File: src/rtl/hwp_pkg.sv
package hwp_pkg;

    localparam int unsigned LANES  = 4;
    localparam int unsigned BYTE_W = 8;
    localparam int unsigned WORD_W = LANES * BYTE_W;

    typedef enum logic [2:0] {
        ST_IDLE,
        ST_ARM,
        ST_RECV,
        ST_EMIT,
        ST_DONE
    } hwp_state_e;

    typedef enum logic [1:0] {
        ORD_PASS  = 2'd0,
        ORD_SWAP  = 2'd1,
        ORD_HIGH  = 2'd2,
        ORD_HALF  = 2'd3
    } hwp_order_e;

endpackage

File: src/rtl/hwp_lane_perm.sv
module hwp_lane_perm
    import hwp_pkg::*;
(
    input  hwp_order_e          order,
    input  logic [WORD_W-1:0]   din,
    output logic [WORD_W-1:0]   dout
);

    for (genvar i = 0; i < LANES; i++) begin : g_lane
        localparam logic [1:0] IDX = 2'(i);
        logic [1:0] src;

        always_comb begin
            unique case (order)
                ORD_PASS: src = IDX;
                ORD_SWAP: src = ~IDX;
                ORD_HIGH: src = IDX[1] ? (IDX ^ 2'b01) : IDX;
                ORD_HALF: src = IDX ^ 2'b10;
                default:  src = IDX;
            endcase
        end

        assign dout[BYTE_W*i +: BYTE_W] = din[BYTE_W*src +: BYTE_W];
    end

endmodule

File: src/rtl/hwp_len_counter.sv
module hwp_len_counter #(
    parameter int unsigned CNT_W = 61
) (
    input  logic             clk,
    input  logic             rst_n,
    input  logic             clr,
    input  logic             load,
    input  logic [CNT_W-1:0] load_val,
    input  logic             dec,
    output logic             is_one
);

    logic [CNT_W-1:0] rem_q;

    always_ff @(posedge clk or negedge rst_n) begin
        if (!rst_n) begin
            rem_q <= '0;
        end else if (clr) begin
            rem_q <= '0;
        end else if (load) begin
            rem_q <= load_val;
        end else if (dec && (rem_q != '0)) begin
            rem_q <= rem_q - CNT_W'(1);
        end
    end

    assign is_one = (rem_q == CNT_W'(1));


    dec_step_chk: assert property (@(posedge clk) disable iff (!rst_n)
        (dec && !load && !clr && (rem_q != '0)) |=> (rem_q == $past(rem_q) - CNT_W'(1)));


    clr_zero_chk: assert property (@(posedge clk) disable iff (!rst_n)
        clr |=> (rem_q == '0));

endmodule

File: src/rtl/hash_word_packer.sv
module hash_word_packer
    import hwp_pkg::*;
#(
    parameter int unsigned LEN_W  = 64,
    parameter int unsigned SETTLE = 2
) (
    input  logic              clk,
    input  logic              rst_n,
    input  logic              soft_rst,
    input  logic              start,
    input  logic [1:0]        cfg_order,
    input  logic [LEN_W-1:0]  cfg_bitlen,
    input  logic              wr_valid,
    input  logic [31:0]       wr_data,
    output logic              wr_ready,
    output logic              wr_err,
    output logic              out_valid,
    input  logic              out_ready,
    output logic [7:0]        out_data,
    output logic              out_last,
    output logic              msg_done
);

    localparam int unsigned CNT_W = LEN_W - 3;
    localparam int unsigned SC_W  = (SETTLE < 2) ? 1 : $clog2(SETTLE);
    localparam int unsigned LN_W  = $clog2(LANES);

    hwp_state_e        state_q, state_d;
    hwp_order_e        order_q;
    logic [SC_W-1:0]   sc_q;
    logic [LN_W-1:0]   lane_q;
    logic [WORD_W-1:0] hold_q;
    logic [WORD_W-1:0] perm_w;
    logic              fire;
    logic              last_byte;
    logic              zero_len;

    assign zero_len = (cfg_bitlen[LEN_W-1:3] == '0);
    assign fire     = out_valid && out_ready;

    hwp_lane_perm u_perm (
        .order (order_q),
        .din   (wr_data),
        .dout  (perm_w)
    );

    hwp_len_counter #(.CNT_W(CNT_W)) u_cnt (
        .clk      (clk),
        .rst_n    (rst_n),
        .clr      (soft_rst),
        .load     (start),
        .load_val (cfg_bitlen[LEN_W-1:3]),
        .dec      (fire),
        .is_one   (last_byte)
    );

    always_comb begin
        state_d = state_q;
        if (start) begin
            state_d = zero_len ? ST_DONE : ST_ARM;
        end else begin
            unique case (state_q)
                ST_IDLE: state_d = ST_IDLE;
                ST_ARM:  if (sc_q == SC_W'(SETTLE - 1)) state_d = ST_RECV;
                ST_RECV: if (wr_valid) state_d = ST_EMIT;
                ST_EMIT: begin
                    if (fire && last_byte)
                        state_d = ST_DONE;
                    else if (fire && (lane_q == LN_W'(LANES - 1)))
                        state_d = ST_RECV;
                end
                ST_DONE: state_d = ST_DONE;
                default: state_d = ST_IDLE;
            endcase
        end
    end

    always_ff @(posedge clk or negedge rst_n) begin
        if (!rst_n) begin
            state_q <= ST_IDLE;
            order_q <= ORD_PASS;
            sc_q    <= '0;
            lane_q  <= '0;
            hold_q  <= '0;
            wr_err  <= 1'b0;
        end else if (soft_rst) begin
            state_q <= ST_IDLE;
            order_q <= ORD_PASS;
            sc_q    <= '0;
            lane_q  <= '0;
            hold_q  <= '0;
            wr_err  <= 1'b0;
        end else begin
            state_q <= state_d;
            wr_err  <= wr_valid && wr_ready && (state_q != ST_RECV);
            if (start) begin
                order_q <= hwp_order_e'(cfg_order);
                sc_q    <= '0;
            end else if (state_q == ST_ARM) begin
                sc_q <= sc_q + SC_W'(1);
            end
            if ((state_q == ST_RECV) && wr_valid && !start) begin
                hold_q <= perm_w;
                lane_q <= '0;
            end else if (fire) begin
                hold_q <= hold_q >> BYTE_W;
                lane_q <= lane_q + LN_W'(1);
            end
        end
    end

    always_comb begin
        wr_ready  = (state_q != ST_EMIT);
        out_valid = (state_q == ST_EMIT);
        out_data  = hold_q[BYTE_W-1:0];
        out_last  = (state_q == ST_EMIT) && last_byte;
        msg_done  = (state_q == ST_DONE);
    end


    stall_hold_chk: assert property (@(posedge clk) disable iff (!rst_n || soft_rst)
        (out_valid && !out_ready && !start) |=> (out_valid && $stable(out_data)));


    no_take_busy_chk: assert property (@(posedge clk) disable iff (!rst_n)
        out_valid |-> !wr_ready);


    last_done_chk: assert property (@(posedge clk) disable iff (!rst_n || soft_rst)
        (fire && out_last && !start) |=> msg_done);


    late_word_err_chk: assert property (@(posedge clk) disable iff (!rst_n || soft_rst)
        (wr_valid && msg_done) |=> wr_err);


    settle_drop_chk: assert property (@(posedge clk) disable iff (!rst_n || soft_rst)
        (wr_valid && (state_q == ST_ARM)) |=> (wr_err && !out_valid));


    idle_quiet_chk: assert property (@(posedge clk) disable iff (!rst_n)
        (state_q == ST_IDLE) |-> (!out_valid && !msg_done && wr_ready));

endmodule

File: config.mk
export PLATFORM = sky130hd
export DESIGN_NAME = hash_word_packer
export DESIGN_NICKNAME = d
export VERILOG_FILES = /design/src/rtl/hwp_pkg.sv /design/src/rtl/hwp_lane_perm.sv /design/src/rtl/hwp_len_counter.sv /design/src/rtl/hash_word_packer.sv
export SDC_FILE = /design/constraint.sdc
export NUM_CORES = 1
export LEC_CHECK = 0
export BUFFER_PORTS_ARGS = -buffer_cell sky130_fd_sc_hd__buf_2
export CELL_PAD_IN_SITES_DETAIL_PLACEMENT = 1
export CELL_PAD_IN_SITES_GLOBAL_PLACEMENT = 1
export CORE_MARGIN = 2
export CORE_UTILIZATION = 47
export DETAILED_ROUTE_END_ITERATION = 12
export GPL_TIMING_DRIVEN = 0
export MAX_ROUTING_LAYER = met4
export PLACE_DENSITY_LB_ADDON = 0.3
export SYNTH_ARGS = -nofsm -noshare
export SYNTH_HDL_FRONTEND = slang
export SYNTH_SLANG_ARGS = --single-unit
export TNS_END_PERCENT = 1
File: constraint.sdc
create_clock -name clk -period 7.4 [get_ports clk]
set_input_delay 1.48 -clock clk [delete_from_list [all_inputs] [get_ports clk]]
set_output_delay 1.48 -clock clk [all_outputs]
set_load 0.01 [all_outputs]
* Word-level counts from Yosys, hierarchy flattened
Index checks and enable logic that the tools add are counted.
Word-level totals: register bits 102, input bits 104, output and inout bits 13, word-level logic and storage cells 74
Operators by class: $add $sub $neg 3, equal/unequal tests 14, shift operators 4, mux-type cells 27, reductions and logical operators 19
Operators by type and width (number):
- 61-bit two-way mux | 3
- 32-bit by 6-bit variable part select with 8-bit output | 4
- 32-bit two-way mux | 3
- 61-bit by 1-bit equality test with 1-bit output, second input constant | 1
- 61-bit logical NOT | 1
- 61-bit nonzero test | 1
- 61-bit by 1-bit subtractor with 61-bit output, second input constant | 1
- 3-bit two-way mux | 7
- 2-bit case mux with 4 select lines | 2
- 2-bit case mux with 3 select lines | 2
- 3-bit case mux with 4 select lines | 1
- 2-bit two-way mux | 5
- 1-bit logical AND | 9
- 3-bit nonzero test | 3
- 4-bit inequality test, second input constant | 2
- 2-bit equality test, second input constant | 3
- 3-bit by 2-bit equality test with 1-bit output, second input constant | 2
- 3-bit by 2-bit inequality test with 1-bit output, second input constant | 2
- 5-bit by 3-bit inequality test with 1-bit output, second input constant | 1
- 1-bit two-way mux | 4
- 3-bit by 1-bit equality test with 1-bit output, second input constant | 1
- 3-bit equality test, second input constant | 1
- 3-bit AND reduction | 1
- 2-bit by 1-bit adder with 2-bit output, second input constant | 1
- 6 further kinds | 6

* Logic depth before layout (Yosys ltp)
word-level depth 8, gate-level depth with buffers 9, mapped depth without buffers 8

* Cells and area by module
Synthesis repeated with hierarchy kept, for this count alone.
Second synthesis, totals: cells, all modules 786, area, all modules 7393.3 um^2
Modules (own cells, without submodules):
- hwp_len_counter | instances 1, cells each 485, area an instance 4244.1 um^2, seq. area each 1526.5 um^2
- hash_word_packer | instances 1, cells each 231, area an instance 2294.7 um^2, seq. area each 1026.0 um^2
- hwp_lane_perm | instances 1, cells each 70, area an instance 854.6 um^2, seq. area each 0.0 um^2

* Worst setup path after synthesis
OpenSTA, ideal clock, no wires.
path kind reg2out, start register u_cnt.rem_q[33], end output port out_last, arrival 1.973 ns, required time 5.920 ns, slack 3.947 ns, stages on the path, launching flop included 6, path buffers 0, path through dfrtp_1 -> or4_4 -> or3_1 -> nor3_2 -> nand4_1 -> nor2_1
Between the ends: cells in the longest elaborated chain, start to end 2
RTL lines:
- start: declaration | line hwp_len_counter.sv:13 | logic [CNT_W-1:0] rem_q;
- start signal: assignment | line hwp_len_counter.sv:21 | rem_q <= load_val;
- start signal: assignment | line hwp_len_counter.sv:23 | rem_q <= rem_q - CNT_W'(1);
- 61-bit by 1-bit equality test with 1-bit output | line hwp_len_counter.sv:27 | assign is_one = (rem_q == CNT_W'(1));
- 1-bit logical AND | line hash_word_packer.sv:116 | out_last = (state_q == ST_EMIT) && last_byte;
- end: declaration | line hash_word_packer.sv:20 | output logic out_last,
Every way passes these cells.

* Final worst setup path
start register u_cnt.rem_q[19], end output port out_last
The elaborated chain is that of the path after synthesis.

==> metrics.txt <==
outcome finished clean; H-tree depth 3; DP Cell Count 1094; routed len/inst 27.4 um; WP data arrival 2.93 ns; Syn Inst Count 793; detailed-route via count 7858; CP endpoint kind output port; R2R depth 8; sequential fraction of the synthesis area 35.5%; Core ar. 15100 um2; Die H 128 um; Synth Flop Type dfrtp_1; Post-synth EDFFs 0; CP Max Fanout 5; syn_area_per_cell 9.07 um2; Max Freq 0.227 GHz; die width 128 um; GRT Residual Overflow 0; vias in the first global route 8153; Routed Wire Length 30400 um; CTS root buf clkbuf_16; largest net degree at the start of global routing 63; DR iter-0 viols 718; Post-synth top cells dfrtp_1, nor2_1, nand2_1, clkbuf_1, nor4_1; TritonCTS buffer count 9; antenna fix cells 0; routed vias/inst 7.08; headroom to the max-slew limit 33.0%; Slew Viols, Final 0; Placer Congestion 0.969; CP cell instances nor3_1, nand4_1, nor3_1, nand4_1, nor2_1, buf_2; hold depth 1; Cell variety after synth 68; Yosys top cell area share 35.5%; Crit path largest cell delay 0.59 ns; Clk Latency, worst-skew pair 0.37 ns; starting density of the core 47.7%; Synth Cell Area 7200 um2; Setup TNS 0 ns; Worst Clk Skew 0.0119 ns; die area 16300 um2; GRT Overall Usage 38.8%; Synth area leader dfrtp_1; post-CTS setup buffers 0; first-pass GRT wire length 46900 um; Max-Cap Viols 0; RSZ-0062 raised after global routing no; Post-Layout Cell Count 1110; Hold-fix buffers, CTS 0; Layout Nets 1029; Setup Viol. Count Final 0; number of port buffers 112; fin crit share 59.6%; Hold Vio Cnt, Final 0; Num Clock Sinks 102; I/O pin count 117; flops & latches, synth 102; Critical Path RT 5.92 ns; VDD IR max 0.000109 V; DRT antenna net count 0; CTS tree built; hold_ws 0.526 ns; DP Wirelength 22600 um; Cell Rows 45; PostCTS Resize Cnt 0; Layout area overhead 15.8%; Post-Syn Nets 905; clock-pin slew on the worst setup and hold paths 0.08 ns; share of layout cells above drive strength 1 22.0%; power per cell area 171 nW/um2; top post-synthesis cells by area dfrtp_1, mux4_2, nor2_1; YS warnings 0; slew at the pin closest to its max-slew limit 1.01 ns; fin crit period 4.41 ns; Leakage Power 0.00330 uW; most numerous cell in the Yosys netlist dfrtp_1; CP max stage cell nor3_1; CP startpoint kind register; fraction of registers with async set/reset 100%; Max clock buf depth 2; crit path kind register to output port; Hold Crit Class register to register; Residual DRC 0; drt pass-1 iters 5; initial antenna violation count 0
## flip-flops by register name, indices dropped and copies added, names as in the netlist
signal	cells
lane_q	2
sc_q	1
order_q	2
wr_err	1
u_cnt.rem_q	61
state_q	3
hold_q	32
## metrics by stage
| step | power, uW | worst slack, ns | utilization, % | cell area [um2] |
|---|---|---|---|---|
| final | 1430 | 2.99 | 55.2 | 8330 |
| after global routing | 1470 | 2.88 | 55.2 | 8330 |
| after CTS | 1420 | 3.02 | 55.2 | 8330 |
| after detailed placement | 899 | 3.43 | 53.2 | 8020 |
| after global placement | 886 | 3.53 | 53.0 | 7990 |
| after floorplan | 773 | 3.95 | - | 7200 |
## cell usage in the layout, fill, tap and decap left out, types with 8 or more instances in the layout
master,netlist,final
o31ai_1,8,8
a311oi_1,30,30
nand2_1,87,87
o21ai_0,11,11
inv_1,19,19
nor4_1,37,37
a211oi_1,31,31
o22ai_1,9,9
clkbuf_16,0,9
buf_4,10,11
and4_1,15,15
nor2_1,88,88
nand3_1,20,20
mux2i_1,20,20
a32o_1,12,12
or3_1,18,18
clkbuf_1,38,38
a22oi_1,12,12
nand4_1,19,19
or4_1,8,8
mux4_2,16,16
nor4b_1,8,8
nor3_1,31,31
dfrtp_1,102,102
a2111oi_2,12,12
buf_2,7,118
and3_1,9,9
a21oi_1,10,10
ha_1,8,8
buf_1,10,10
## critical path: cells and delay by family (launching register included)
family | cells | cell delay (ns)
simple gates | 5 | 1.99
buf+inv | 1 | 0.15
flops | 1 | 0.42
## final timing paths
path / startpoint / endpoint / slack [ns]
worst max-delay path: u_cnt.rem_q[19] / out_last / 2.99
worst min-delay path: u_cnt.rem_q[15] / u_cnt.rem_q[15] / 0.53
worst max register to register: u_cnt.rem_q[0] / u_cnt.rem_q[40] / 3.76
worst min register to register: u_cnt.rem_q[15] / u_cnt.rem_q[15] / 0.53
max in group asynchronous: rst_n / hold_q[11] / 5.51
min in group asynchronous: rst_n / u_cnt.rem_q[29] / 1.10
## area by class of cell
| class | count | area (um2) |
|---|---|---|
| timing repair buffer | 113 | 591 |
| sequential | 102 | 2550 |
| buffer | 69 | 339 |
| clock buffer | 9 | 225 |
| tap | 188 | 235 |
| clock inverter | 7 | 87.6 |
| multi-input combinational | 602 | 4230 |
| fill | 1852 | 6760 |
| inverter | 20 | 75.1 |
## power breakdown
part | switching, uW | total (uW) | internal (uW)
Clock | 257 | 529 | 272
Sequential | 28.0 | 606 | 578
Combinational | 185 | 293 | 108
Total | 470 | 1430 | 958
## layer usage
layer	share of wire (%)	GRT usage, %
met3	8.2	8.97
met5	0	-
met2	48	62.3
met1	39	47.2
met4	4.5	16.9
## cells by family (layout without fill, tap and decap cells)
group                    Yosys count  count (layout)  share of synthesized area, %
adder cells (fa/ha/maj)            8               8                          1.39
multiplexers                      37              37                          7.95
AND/OR/NAND/NOR                  374             374                          27.6
flip-flops                       102             102                          35.5
buffers and inverters             89             218                          5.76
AO/OA/AOI/OAI                    178             178                          21.2
XOR/XNOR                           5               5                         0.609
Note: power is estimated with default switching activity, not from simulation.
